## config.mk

```make
export PLATFORM = sky130hd
export DESIGN_NAME = i2cBusMonitor
export DESIGN_NICKNAME = d
export VERILOG_FILES = /design/src/rtl/i2c_mon_pkg.sv /design/src/rtl/i2cCondDetect.sv /design/src/rtl/i2cBusStatus.sv /design/src/rtl/i2cBusMonitor.sv
export SDC_FILE = /design/constraint.sdc
export NUM_CORES = 1
export LEC_CHECK = 0
export CORE_AREA = 2 2 39 41
export DETAILED_ROUTE_END_ITERATION = 8
export DIE_AREA = 0 0 41 43
export DONT_BUFFER_PORTS = 1
export HOLD_SLACK_MARGIN = 0.06
export SYNTH_ARGS = -nofsm -noshare
export SYNTH_HDL_FRONTEND = slang
export SYNTH_SLANG_ARGS = --single-unit
```

## constraint.sdc

```tcl
create_clock -name clk -period 1.99 [get_ports clk]
set_clock_uncertainty 0.05 [all_clocks]
set_input_delay 0.2985 -clock clk [delete_from_list [all_inputs] [get_ports clk]]
set_output_delay 0.2985 -clock clk [all_outputs]
set_load 0.02 [all_outputs]
```

## src/rtl/i2c_mon_pkg.sv

```systemverilog
package i2c_mon_pkg;
  // strobes from the condition detector to the status datapath
  typedef struct packed {
    logic start;
    logic stop;
  } condStrobe_t;

  localparam logic IDLE_SDA = 1'b1;
  localparam logic RESET_SCL = 1'b0;
endpackage

```

## src/rtl/i2cCondDetect.sv

```systemverilog
module i2cCondDetect
  import i2c_mon_pkg::*;
(
  input  logic        clk,
  input  logic        rstN,
  input  logic        enable,
  input  logic        sdaIn,
  input  logic        sclIn,
  output condStrobe_t strb
);
  logic sdaQ, sclQ, sclStable;

  always_ff @(posedge clk or negedge rstN) begin
    if (!rstN) begin
      sdaQ <= IDLE_SDA;
      sclQ <= RESET_SCL;
    end else begin
      sdaQ <= sdaIn;
      sclQ <= sclIn;
    end
  end

  always_comb begin
    sclStable  = sclQ & sclIn;
    strb.start = enable & sclStable & sdaQ & ~sdaIn;
    strb.stop  = enable & sclStable & ~sdaQ & sdaIn;
  end

  // a start strobe only with SCL high on both samples
  p_start_scl_high_r4: assert property (@(posedge clk) disable iff (!rstN)
    strb.start |-> (sclIn && $past(sclIn)));
  // a stop strobe only with SCL high on both samples
  p_stop_scl_high_r4: assert property (@(posedge clk) disable iff (!rstN)
    strb.stop |-> (sclIn && $past(sclIn)));
endmodule

```

## src/rtl/i2cBusStatus.sv

```systemverilog
module i2cBusStatus
  import i2c_mon_pkg::*;
(
  input  logic        clk,
  input  logic        rstN,
  input  logic        enable,
  input  condStrobe_t strb,
  input  logic        irqEnable,
  input  logic        irqClear,
  output logic        startSeen,
  output logic        stopSeen,
  output logic        busFree,
  output logic        irqFlag
);
  always_ff @(posedge clk or negedge rstN) begin
    if (!rstN) begin
      startSeen <= 1'b0;
      stopSeen  <= 1'b0;
    end else if (!enable) begin
      startSeen <= 1'b0;
      stopSeen  <= 1'b0;
    end else if (strb.start) begin
      startSeen <= 1'b1;
      stopSeen  <= 1'b0;
    end else if (strb.stop) begin
      startSeen <= 1'b0;
      stopSeen  <= 1'b1;
    end
  end

  always_ff @(posedge clk or negedge rstN) begin
    if (!rstN)                       irqFlag <= 1'b0;
    else if (strb.stop && irqEnable) irqFlag <= 1'b1;
    else if (irqClear)               irqFlag <= 1'b0;
  end

  assign busFree = stopSeen | (~startSeen & ~stopSeen);

  p_start_sets_s_r2: assert property (@(posedge clk) disable iff (!rstN)
    (enable && strb.start) |=> (startSeen && !stopSeen));
  p_stop_sets_p_r3: assert property (@(posedge clk) disable iff (!rstN)
    (enable && strb.stop) |=> (stopSeen && !startSeen));
  p_exclusive_r5: assert property (@(posedge clk) disable iff (!rstN)
    !(startSeen && stopSeen));
  p_off_clears_r8: assert property (@(posedge clk) disable iff (!rstN)
    !enable |=> (!startSeen && !stopSeen));
  p_irq_set_r6: assert property (@(posedge clk) disable iff (!rstN)
    (strb.stop && irqEnable) |=> irqFlag);
  p_irq_clear_r7: assert property (@(posedge clk) disable iff (!rstN)
    (irqClear && !(strb.stop && irqEnable)) |=> !irqFlag);
endmodule

```

## src/rtl/i2cBusMonitor.sv

```systemverilog
module i2cBusMonitor
  import i2c_mon_pkg::*;
(
  input  logic clk,
  input  logic rstN,
  input  logic enable,
  input  logic sdaIn,
  input  logic sclIn,
  input  logic irqEnable,
  input  logic irqClear,
  output logic startSeen,
  output logic stopSeen,
  output logic busFree,
  output logic irqFlag
);
  condStrobe_t strb;

  i2cCondDetect detect (
    .clk(clk), .rstN(rstN), .enable(enable),
    .sdaIn(sdaIn), .sclIn(sclIn), .strb(strb)
  );

  i2cBusStatus status (
    .clk(clk), .rstN(rstN), .enable(enable), .strb(strb),
    .irqEnable(irqEnable), .irqClear(irqClear),
    .startSeen(startSeen), .stopSeen(stopSeen),
    .busFree(busFree), .irqFlag(irqFlag)
  );
endmodule

```

Word-level counts from Yosys, hierarchy flattened
Cells that the tools add are included.
{"block": "word_totals", "regBits": 5, "wordCells": 28, "output_inout_bits": 4, "inputBits": 7}
{"block": "classes", "n_bitwise": 12, "eq_ne": 1, "n_reduce_logical": 2, "n_mux": 8}
{"cell": "$mux 1", "count": 8}
{"cell": "$and 1x1->1", "count": 7}
{"cell": "$not 1->1", "count": 4}
{"cell": "$ne 3x1->1 const B", "count": 1}
{"cell": "$reduce_bool 2->1", "count": 1}
{"cell": "$logic_and 1x1->1", "count": 1}
{"cell": "$or 1x1->1", "count": 1}

Depth between registers and ports, before layout
{"block": "depth", "ltp_word": 7, "mapped_depth": 2}

Hierarchy
A second synthesis with hierarchy kept.
{"block": "unflattened", "hier_cells": 16, "area_unflattened_um2": 210.2}
{"mod": "i2cBusStatus", "area_per_inst_um2": 123.9, "cells_per_inst": 11, "instances": 1}
{"mod": "i2cCondDetect", "area_per_inst_um2": 86.3, "cells_per_inst": 5, "instances": 1}

Worst setup path before layout
Ideal clock, no wire load.
{"block": "synth_path", "path_kind": "register to output", "startpoint": "reg status.startSeen", "endpoint": "out busFree", "arrival_time_ns": 0.788, "n_path_buf": 0, "slack_ns": 0.854, "stages_incl_launch_ff": 2, "cell_sequence": "dfrtp_1 -> or2b_1"}
{"block": "synth_via", "elab_chain_cells": 3}
{"item": "from (decl)", "line": "i2cBusStatus.sv:10", "source": "output logic startSeen,"}
{"item": "from (signal assigned)", "line": "i2cBusStatus.sv:17", "source": "startSeen <= 1'b0;"}
{"item": "from (signal assigned)", "line": "i2cBusStatus.sv:20", "source": "startSeen <= 1'b0;"}
{"item": "from (signal assigned)", "line": "i2cBusStatus.sv:23", "source": "startSeen <= 1'b1;"}
{"item": "$not 1->1", "line": "i2cBusStatus.sv:37", "source": "assign busFree = stopSeen | (~startSeen & ~stopSeen);"}
{"item": "$and 1x1->1", "line": "i2cBusStatus.sv:37"}
{"item": "$or 1x1->1", "line": "i2cBusStatus.sv:37"}
{"item": "to (decl)", "line": "i2cBusMonitor.sv:13", "source": "output logic busFree,"}
Every way passes these cells.

Worst setup path in the final report
Ends and elaborated chain as after synthesis.

==> key figures <==
Run status
  – Status: finished clean

Placed design
  – Number of buffers added on ports: 0
  – Placed inst area: 251.5 µm²
  – RePlAce Congestion: 0.6480
  – Dpl hpwl: 411.7 µm

Detailed routing
  – Drt wl/cell: 11.47 µm
  – Vias: 180
  – DRT antenna net count: 0
  – Detail-routed via count per cell: 4.186
  – DR DRC count: 0
  – First-pass DRT Iterations: 2
  – Wirelength, routed: 493 µm
  – Initial DRC count: 1

Synth
  – Compound-gate portion of the synthesized area: 19.46%
  – Seq/Total Area, Yosys: 54.59%
  – Cells after Synth: 20
  – Area share of and/or/nand/nor cells after synthesis: 22.70%
  – Post-synthesis adder-cell area fraction: 0%
  – Syn. warnings: 0
  – Syn nets: 27
  – Largest family of logic cells by synthesized area: simple AND/OR/NAND/NOR gates
  – Mux cell area share after synthesis: 0%
  – Syn avg cell area: 11.57 µm²
  – Most area-consuming cells after synthesis: dfrtp_1, dfstp_2, a41oi_2
  – Synth Area in XOR/XNOR: 0%
  – Netlist Area Pre-Place: 231.5 µm²
  – Post-synth cell types: 13
  – Synth area leader: dfrtp_1
  – Post-synth top area share: 43.24%
  – Flops & latches, synth: 5

Pwr
  – Power Density: 835.0 nW/µm²
  – Peak supply drop: 0.0002347 V
  – Leakage: 0.1228 nW

STA
  – Fin. max-slew vios: 0
  – Max Freq: 705.0 MHz
  – Fin Setup TNS: 0 ns
  – Final hold viol count: 0
  – Worst hold slack: 0.1252 ns
  – Fin crit share: 71.28%
  – Worst-Margin Slew: 0.2892 ns
  – RSZ-0062 raised after global routing: no
  – Final setup viols: 0
  – Period minus WS final: 1.418 ns
  – Relative max-transition margin: 80.72%

Layout
  – Share of layout cells above drive strength 1: 18.52%
  – Most common cell after layout, fill and taps aside: dfrtp_1
  – N_diodes: 0
  – Area of the multi-input gates: 97.59 µm²
  – Storage cell area: 126.4 µm²
  – Post-route cell area: 307.8 µm²
  – Syn-to-layout area delta: 32.97%
  – Fin nets: 35
  – Post-layout util: 22.24%
  – Most frequent cells in the layout: dfrtp_1, clkbuf_4, dlygate4sd3_1
  – Fill count: 159

CTS
  – Num Clock Sinks: 5
  – CTS Buf Count: 3
  – Root Buffer: clkbuf_4
  – CTS tree: yes
  – Clk buf depth: 2
  – Clk pin slew, worst setup/hold paths: 0.04 ns
  – Worst-Skew Late Latency: 0.24 ns
  – H-tree levels: 1
  – Post-CTS Setup Repair Bufs: 0

Floorplan
  – Cell Rows: 14
  – # IOs: 11
  – Core area: 1384 µm²
  – DIE AREA: 1763 µm²
  – Die W: 41 µm
  – Initial core utilization: 16.73%
  – Die Span Y: 43 µm

Global route
  – First-pass GRT wire length: 821 µm
  – Initial antenna violation count: 0
  – Grt ovf: 0
  – All-layer global routing usage: 7.700%
  – Vias in the first global route: 195
  – Largest net degree at the start of global routing: 7

Worst setup path
  – Crit Path Category: flop to output port
  – CP Cell Sequence: or2b_1
  – Crit path max-delay family: flip-flops
  – CP max FO: 5
  – CP arrival: 1.07 ns
  – Worst Setup End Kind: output port
  – Req. time, crit path: 1.64 ns
  – Buf+Inv Stages, Crit Path: 0
  – CP max stage delay: 0.49 ns
  – Slowest CP cell: dfrtp_1
  – CP startpoint kind: flop

Worst hold path
  – Hold WC Path Type: input pin to flop

Flow run
  – Maxcap violations: 0
==> flip-flops by register name (all words and copies together) (netlist names) <==
| register | cells |
|---|---|
| detect.sclQ | 1 |
| detect.sdaQ | 1 |
| status.irqFlag | 1 |
| status.startSeen | 1 |
| status.stopSeen | 1 |
==> power by group <==
| group | internal, mW | switching, mW | leakage [nW] | total (mW) |
|---|---|---|---|---|
| combinational | 0.0136 | 0.0108 | 0.0449 | 0.0245 |
| sequential | 0.109 | 0.0110 | 0.0629 | 0.120 |
| clock | 0.0755 | 0.0372 | 0.0150 | 0.113 |
| total | 0.198 | 0.0591 | 0.123 | 0.257 |
==> cell type report <==
class                      count  area share, %
clock buffer                   4          8.537
inverter                       2          2.439
multi-input combinational     13          31.71
sequential                     5          41.06
tap                           16          6.504
timing repair buffer           3          9.756
==> stage by stage <==
step                setup slack [ns]  std cells  power (mW)
finish                        0.5716         43      0.2570
global route                  0.5117         43      0.2714
CTS                           0.5447         43      0.2663
detailed placement            0.8085         36      0.1404
global placement              0.8099         36      0.1395
floorplan                     0.8537         20      0.1363
==> path summary, 6_finish.rpt <==
| check | from | end | slack, ns | depth (start not counted) |
|---|---|---|---|---|
| max | status.startSeen | busFree | 0.57 | 1 |
| min | irqClear | status.irqFlag | 0.13 | 1 |
| max reg2reg | status.startSeen | status.startSeen | 0.96 | 2 |
| min reg2reg | detect.sdaQ | status.startSeen | 0.51 | 2 |
| max in group asynchronous | rstN | detect.sdaQ | 1.35 | 1 |
| min in group asynchronous | rstN | status.startSeen | 0.30 | 1 |
==> layer usage <==
metal | vias to the layer above | wire length [µm] | GRT usage (%)
met5 | - | 0 | 0
met4 | 0 | 0 | 10.00
met3 | 0 | 60 | 3.665
met2 | 7 | 270 | 10.63
met1 | 87 | 162 | 6.623
li1 | 86 | - | -
==> cells in the mapped netlist, drive strengths merged <==
library cell	instances
nand4	1
o22ai	2
nand2	2
dfstp	1
nand2b	1
nand4b	1
inv	2
dfrtp	4
and3b	1
a31oi	1
a41oi	1
a21bo	1
or2b	2
==> cells by family (layout without fill, tap and decap cells) <==
family / after synthesis / after routing
flops: 5 / 5
compound gates: 5 / 5
simple gates: 8 / 8
buf+inv: 2 / 9
==> repair_timing <==
action / 4_1_cts / 5_1_grt
resized for setup: 0 / 0
hold buffers: 3 / 0
hold endpoints to repair: 7 / 0
Power figures use the tool's default switching activity.
